**src/rtl/fpcsr_pkg.sv**
```systemverilog
package fpcsr_pkg;
  localparam int DATA_W   = 32;
  localparam int CSR_W    = 11;
  localparam int FLAG_N   = 5;
  localparam int FLAG_LSB = 3;
  localparam int RM_LSB   = 1;
  localparam int RM_W     = 2;
  localparam int RM_N     = 1 << RM_W;
  localparam int EN_BIT   = 0;

  typedef struct packed {
    logic wrStb;
    logic accStb;
    logic excStb;
  } csrStrobe_t;
endpackage

```
**src/rtl/fpcsr_ctrl.sv**
```systemverilog
module fpcsr_ctrl
  import fpcsr_pkg::*;
(
  input  logic              clk,
  input  logic              rst,
  input  logic              swWrEn,
  input  logic              wrEnableBit,
  input  logic              curEnableBit,
  input  logic              flagValid,
  input  logic [FLAG_N-1:0] rawFlags,
  output csrStrobe_t        strb,
  output logic              excReq
);
  logic hasFlag;
  logic effEnable;

  always_comb begin
    hasFlag     = flagValid && (|rawFlags);
    effEnable   = swWrEn ? wrEnableBit : curEnableBit;
    strb.wrStb  = swWrEn;
    strb.accStb = hasFlag;
    strb.excStb = hasFlag && effEnable;
  end

  always_ff @(posedge clk) begin
    if (rst) excReq <= 1'b0;
    else     excReq <= strb.excStb;
  end
endmodule

```
**src/rtl/fpcsr_dp.sv**
```systemverilog
module fpcsr_dp
  import fpcsr_pkg::*;
(
  input  logic              clk,
  input  logic              rst,
  input  csrStrobe_t        strb,
  input  logic [DATA_W-1:0] swWrData,
  input  logic [FLAG_N-1:0] rawFlags,
  output logic [CSR_W-1:0]  csrQ,
  output logic [RM_N-1:0]   roundSel
);
  localparam int HI_PAD = CSR_W - FLAG_LSB - FLAG_N;

  logic [CSR_W-1:0] mappedFlags;
  logic [CSR_W-1:0] baseVal;
  logic [CSR_W-1:0] nextVal;

  always_comb begin
    mappedFlags = {{HI_PAD{1'b0}}, rawFlags, {FLAG_LSB{1'b0}}};
    baseVal     = strb.wrStb ? swWrData[CSR_W-1:0] : csrQ;
    nextVal     = strb.accStb ? (baseVal | mappedFlags) : baseVal;
  end

  always_ff @(posedge clk) begin
    if (rst) csrQ <= '0;
    else     csrQ <= nextVal;
  end

  logic [RM_W-1:0] rmField;
  assign rmField = csrQ[RM_LSB +: RM_W];

  for (genvar gi = 0; gi < RM_N; gi++) begin : g_rmdec
    assign roundSel[gi] = (rmField == RM_W'(gi));
  end
endmodule

```
**src/rtl/fpcsr_unit.sv**
```systemverilog
module fpcsr_unit
  import fpcsr_pkg::*;
(
  input  logic              clk,
  input  logic              rst,
  input  logic              swWrEn,
  input  logic [DATA_W-1:0] swWrData,
  input  logic              flagValid,
  input  logic [FLAG_N-1:0] rawFlags,
  output logic [DATA_W-1:0] regRdData,
  output logic [RM_N-1:0]   roundSel,
  output logic              excReq
);
  csrStrobe_t       strb;
  logic [CSR_W-1:0] csrQ;

  fpcsr_ctrl u_ctrl (
    .clk          (clk),
    .rst          (rst),
    .swWrEn       (swWrEn),
    .wrEnableBit  (swWrData[EN_BIT]),
    .curEnableBit (csrQ[EN_BIT]),
    .flagValid    (flagValid),
    .rawFlags     (rawFlags),
    .strb         (strb),
    .excReq       (excReq)
  );

  fpcsr_dp u_dp (
    .clk      (clk),
    .rst      (rst),
    .strb     (strb),
    .swWrData (swWrData),
    .rawFlags (rawFlags),
    .csrQ     (csrQ),
    .roundSel (roundSel)
  );

  assign regRdData = {{(DATA_W-CSR_W){1'b0}}, csrQ};
endmodule

```
**config.mk**
```make
export PLATFORM = sky130hd
export DESIGN_NAME = fpcsr_unit
export DESIGN_NICKNAME = d
export VERILOG_FILES = /design/src/rtl/fpcsr_pkg.sv /design/src/rtl/fpcsr_ctrl.sv /design/src/rtl/fpcsr_dp.sv /design/src/rtl/fpcsr_unit.sv
export SDC_FILE = /design/constraint.sdc
export NUM_CORES = 1
export LEC_CHECK = 0
export BUFFER_PORTS_ARGS = -buffer_cell sky130_fd_sc_hd__buf_2
export CORE_UTILIZATION = 31
export DETAILED_ROUTE_END_ITERATION = 8
export PLACE_DENSITY = 0.77
export SYNTH_ARGS = -nofsm -noshare
export SYNTH_HDL_FRONTEND = slang
export SYNTH_SLANG_ARGS = --single-unit
```
**constraint.sdc**
```tcl
create_clock -name clk -period 1.46 [get_ports clk]
set_input_delay 0.438 -clock clk [delete_from_list [all_inputs] [get_ports clk]]
set_output_delay 0.438 -clock clk [all_outputs]
set_load 0.03 [all_outputs]
```
# Word-level counts from Yosys, hierarchy flattened

Index checks and enable logic that the tools add are counted.

Equality and inequality tests: 3
Mux-type cells: 3
Bitwise logic cells: 1
Reduce and logical (&&, ||, !) cells: 4

Operator list:

| cell               | count |
|---|---|
| $mux 11            | 2 |
| $or 11x8->11       | 1 |
| $reduce_or 5->1    | 1 |
| $eq 2x2->1 const B | 2 |
| $eq 2x1->1 const B | 1 |
| $logic_and 1x1->1  | 2 |
| $logic_not 2->1    | 1 |
| $mux 1             | 1 |

Flip-flop bits (word level): 12
Bits of input ports: 41
Logic and storage cells: 13

# Depth between registers and ports, before layout

Depth in word-level cells: 3
Gate-level depth with buffers: 3
Depth with buffers taken out: 3

# Hierarchy

Synthesis repeated with hierarchy kept, for this count alone.

Cells, all modules: 77
Area total of the unflattened synthesis: 695.7 um^2

Modules (own cells, without submodules):

| module     | instances | cells an instance | area an instance (um^2) |
|---|---|---|---|
| fpcsr_dp   | 1         | 44                | 434.2 |
| fpcsr_unit | 1         | 22                | 161.4 |
| fpcsr_ctrl | 1         | 11                | 100.1 |

# Worst setup path before layout

OpenSTA, ideal clock, no wires.

Path type: flip-flop to output port
Start: register u_dp.csrQ[2]
End: output roundSel[2]
Arrival time: 1056 ps
Path slack: -34 ps
Cell stages (with the launch flop): 2
Buffers on the path: 0
Path through: dfxtp_1 nor2b_1

Word-level cells in the longest chain between the ends: 1

RTL lines:

| what                   | RTL line         | RTL |
|---|---|---|
| start, declared        | fpcsr_dp.sv:9    | `output logic [CSR_W-1:0] csrQ,` |
| start signal, assigned | fpcsr_dp.sv:26   | `else csrQ <= nextVal;` |
| $eq 2x2->1             | fpcsr_dp.sv:33   | `assign roundSel[gi] = (rmField == RM_W'(gi));` |
| end, declared          | fpcsr_unit.sv:11 | `output logic [RM_N-1:0] roundSel,` |

Every way passes these cells.

# Worst setup path after layout

Start: register u_dp.csrQ[2]
End: output roundSel[3]

The elaborated chain is that of the path after synthesis.

==> impl_results.md <==
* Clock power frac at 30.0%
* Commonest non-fill, non-tap cells in the layout: buf_2, conb_1, mux2i_1
* Dpl cell area at between 700 and 800 um2
* Setup slack, reg-to-reg at 0.74 ns
* Vias post-DR at 512
* H-tree level count at 1
* I/O Pins at 78
* TritonCTS sink count at 12
* Setup Viol. Count Final at 0
* Yosys cell types at 12
* Sw Share at 34.0%
* Area of the core at 1940 um2
* Via/cell ratio at 3.85
* GRT Util Overall at 10.5%
* Fin crit share at between 90% and 100%
* Global route hottest layer: met2
* Largest net degree at the start of global routing at 12
* Post-CTS setup buffer count at 0
* Max-Cap Viols at 0
* TritonRoute pass-1 iters at 1
* Worst slack, placed at roughly 0.15 ns
* Status: finished clean
* Routability Congestion at 0.663
* Initial core utilization at 32.7%
* Net Sw Power at 293 uW
* Final hold slack at approximately 0.4 ns
* Sequential share of power at between 40% and 50%
* Layout cell share with drive strength beyond 1 at 39.6%
* HP Class: in -> reg
* Delay-heaviest family, CP: flip-flops
* Final Hold Fails at 0
* Yosys warnings at 0
* CTS buffer count at 3
* Maximum operating frequency at 0.729 GHz
* CTS Root Buffer Type: clkbuf_4
* Fin crit period at 1.37 ns
* Int Power at 569 uW
* WP buf/inv at 1
* Iteration-0 DRC Markers at 0
* CP max stage delay at 0.36 ns
* Crit Path Max Fanout at 6
* Initial antenna violation count at 0
* Final Max Tran Viols at 0
* Crit. End Element: output port
* Net count, final at 148
* IO Port Bufs at 35
* Mean Syn Cell Area at 9.08 um2
* M2 GR Usage at 19.2%
* Gate Count Post-Synth at 70
* Number of global-route vias before repair at 398
* Design area at 807 um2
* Most common cell after layout, fill and taps aside: buf_2
* Setup_tns at 0 ns
* # rows at 16
* Fin util at 41.6%
* WP data arrival at 0.93 ns
* Height of the chip at 47.3 um
* Worst path slowest cell: dfxtp_2
* M1 GR Usage at 11.2%
* GR Overflow Total at 0
* Register area share after synthesis at 37.8%
* First-pass GRT wire length at 1.61 mm
* Worst-case clock skew at 0.0000243 ns
* Worst path cell trace: and2_1, buf_2
* Final antenna-violating net count at 0
* CTS tree: done
* Post-DP HPWL at 944 um
* Worst-Skew Late Latency at 0.27 ns
* Total Wirelength at 1.16 mm
* Post-Syn Area at 636 um2
* Met3 usage at roughly 2.3%
* Seq cells post-synth at 12
* Clock tree buffer depth at 2
* Max VDD drop at 0.404 mV
* Die Width at around 47 um
* Syn-to-layout area delta at 27.0%
* Die ar. at 2240 um2
* Post-CTS Hold Buffers at 0
* Clock-pin transition on the worst setup and hold timing paths at 0.07 ns
* Comb pwr share at about 28%
* Setup ws final at 0.0874 ns
* RSZ-0062 raised after global routing: no
* Critical Path RT at 1.02 ns
* WL per Instance at slightly below 9 um
* Drt drc at 0
* N_diodes at 0
* Leak Pwr at 0.000460 uW
* CP Class: reg -> out
* Critical path startpoint category: flop
* PD cells at ~1100 nW/um2
worst min-delay path, cell delays in order:
cell and delay (ns):
buf_2 0.08, mux2i_1 0.05, nor2_1 0.07
sequential cells by signal, indices dropped and copies added (netlist names):
| register | count |
|---|---|
| u_dp.csrQ | 11 |
| u_ctrl.excReq | 1 |
power by group through the flow:
stage / clock network (uW) / logic [uW] / registers [uW]
floorplan: 0 / 179 / 408
global placement: 0 / 237 / 367
detailed placement: 0 / 241 / 368
CTS: 271 / 241 / 361
global route: 277 / 263 / 365
finish: 259 / 242 / 361
metal layers:
layer	up-vias	part of all wire (%)
li1	256	-
met1	226	42
met2	30	50
met3	0	8.5
met4	0	0
met5	-	0
per-stage QoR:
stage	total power, uW	cells
final	862	133
after global routing	905	133
after CTS	873	133
after detailed placement	609	129
after global placement	604	129
after floorplan	587	90
Yosys cell counts (all sizes together):
cell type	count	area share, %
nor2	7	4.1
o311a	1	1.6
nor2b	2	2.0
a21oi	5	3.9
conb	1	0.59
mux2i	11	17
and2	1	0.98
dfxtp	12	38
nand2	5	3.0
or3	1	0.98
buf	23	27
clkbuf	1	0.59
final timing paths:
check                       startpoint                   endpoint  cells after the start
max          u_dp.csrQ[2]$_SDFFE_PP0P_                roundSel[3]                      2
min                        swWrData[2]  u_dp.csrQ[2]$_SDFFE_PP0P_                      3
max reg2reg  u_dp.csrQ[0]$_SDFFE_PP0P_   u_ctrl.excReq$_SDFF_PP0_                      3
min reg2reg  u_dp.csrQ[8]$_SDFFE_PP0P_  u_dp.csrQ[8]$_SDFFE_PP0P_                      2
kinds of logic after synthesis:
logic type,after synthesis,share of synthesized area (%)
AO/OA/AOI/OAI,6,5.51
buffers and inverters,24,27.8
flip-flops,12,37.8
multiplexers,11,17.3
other,1,0.590
AND/OR/NAND/NOR,16,11.0
what timing repair did:
action,CTS,global route
setup endpoints to repair,0,3
hold endpoints to repair,0,0
resized for setup,0,6
final cells by class:
type                    instances  area, um2
clock buffers                   4       36.3
repair buffers                 36        200
well taps                      27       33.8
flip-flops and latches         12        243
multi-input cells              54        294
fillers                       215       1130
Note: power is estimated with default switching activity, not from simulation.
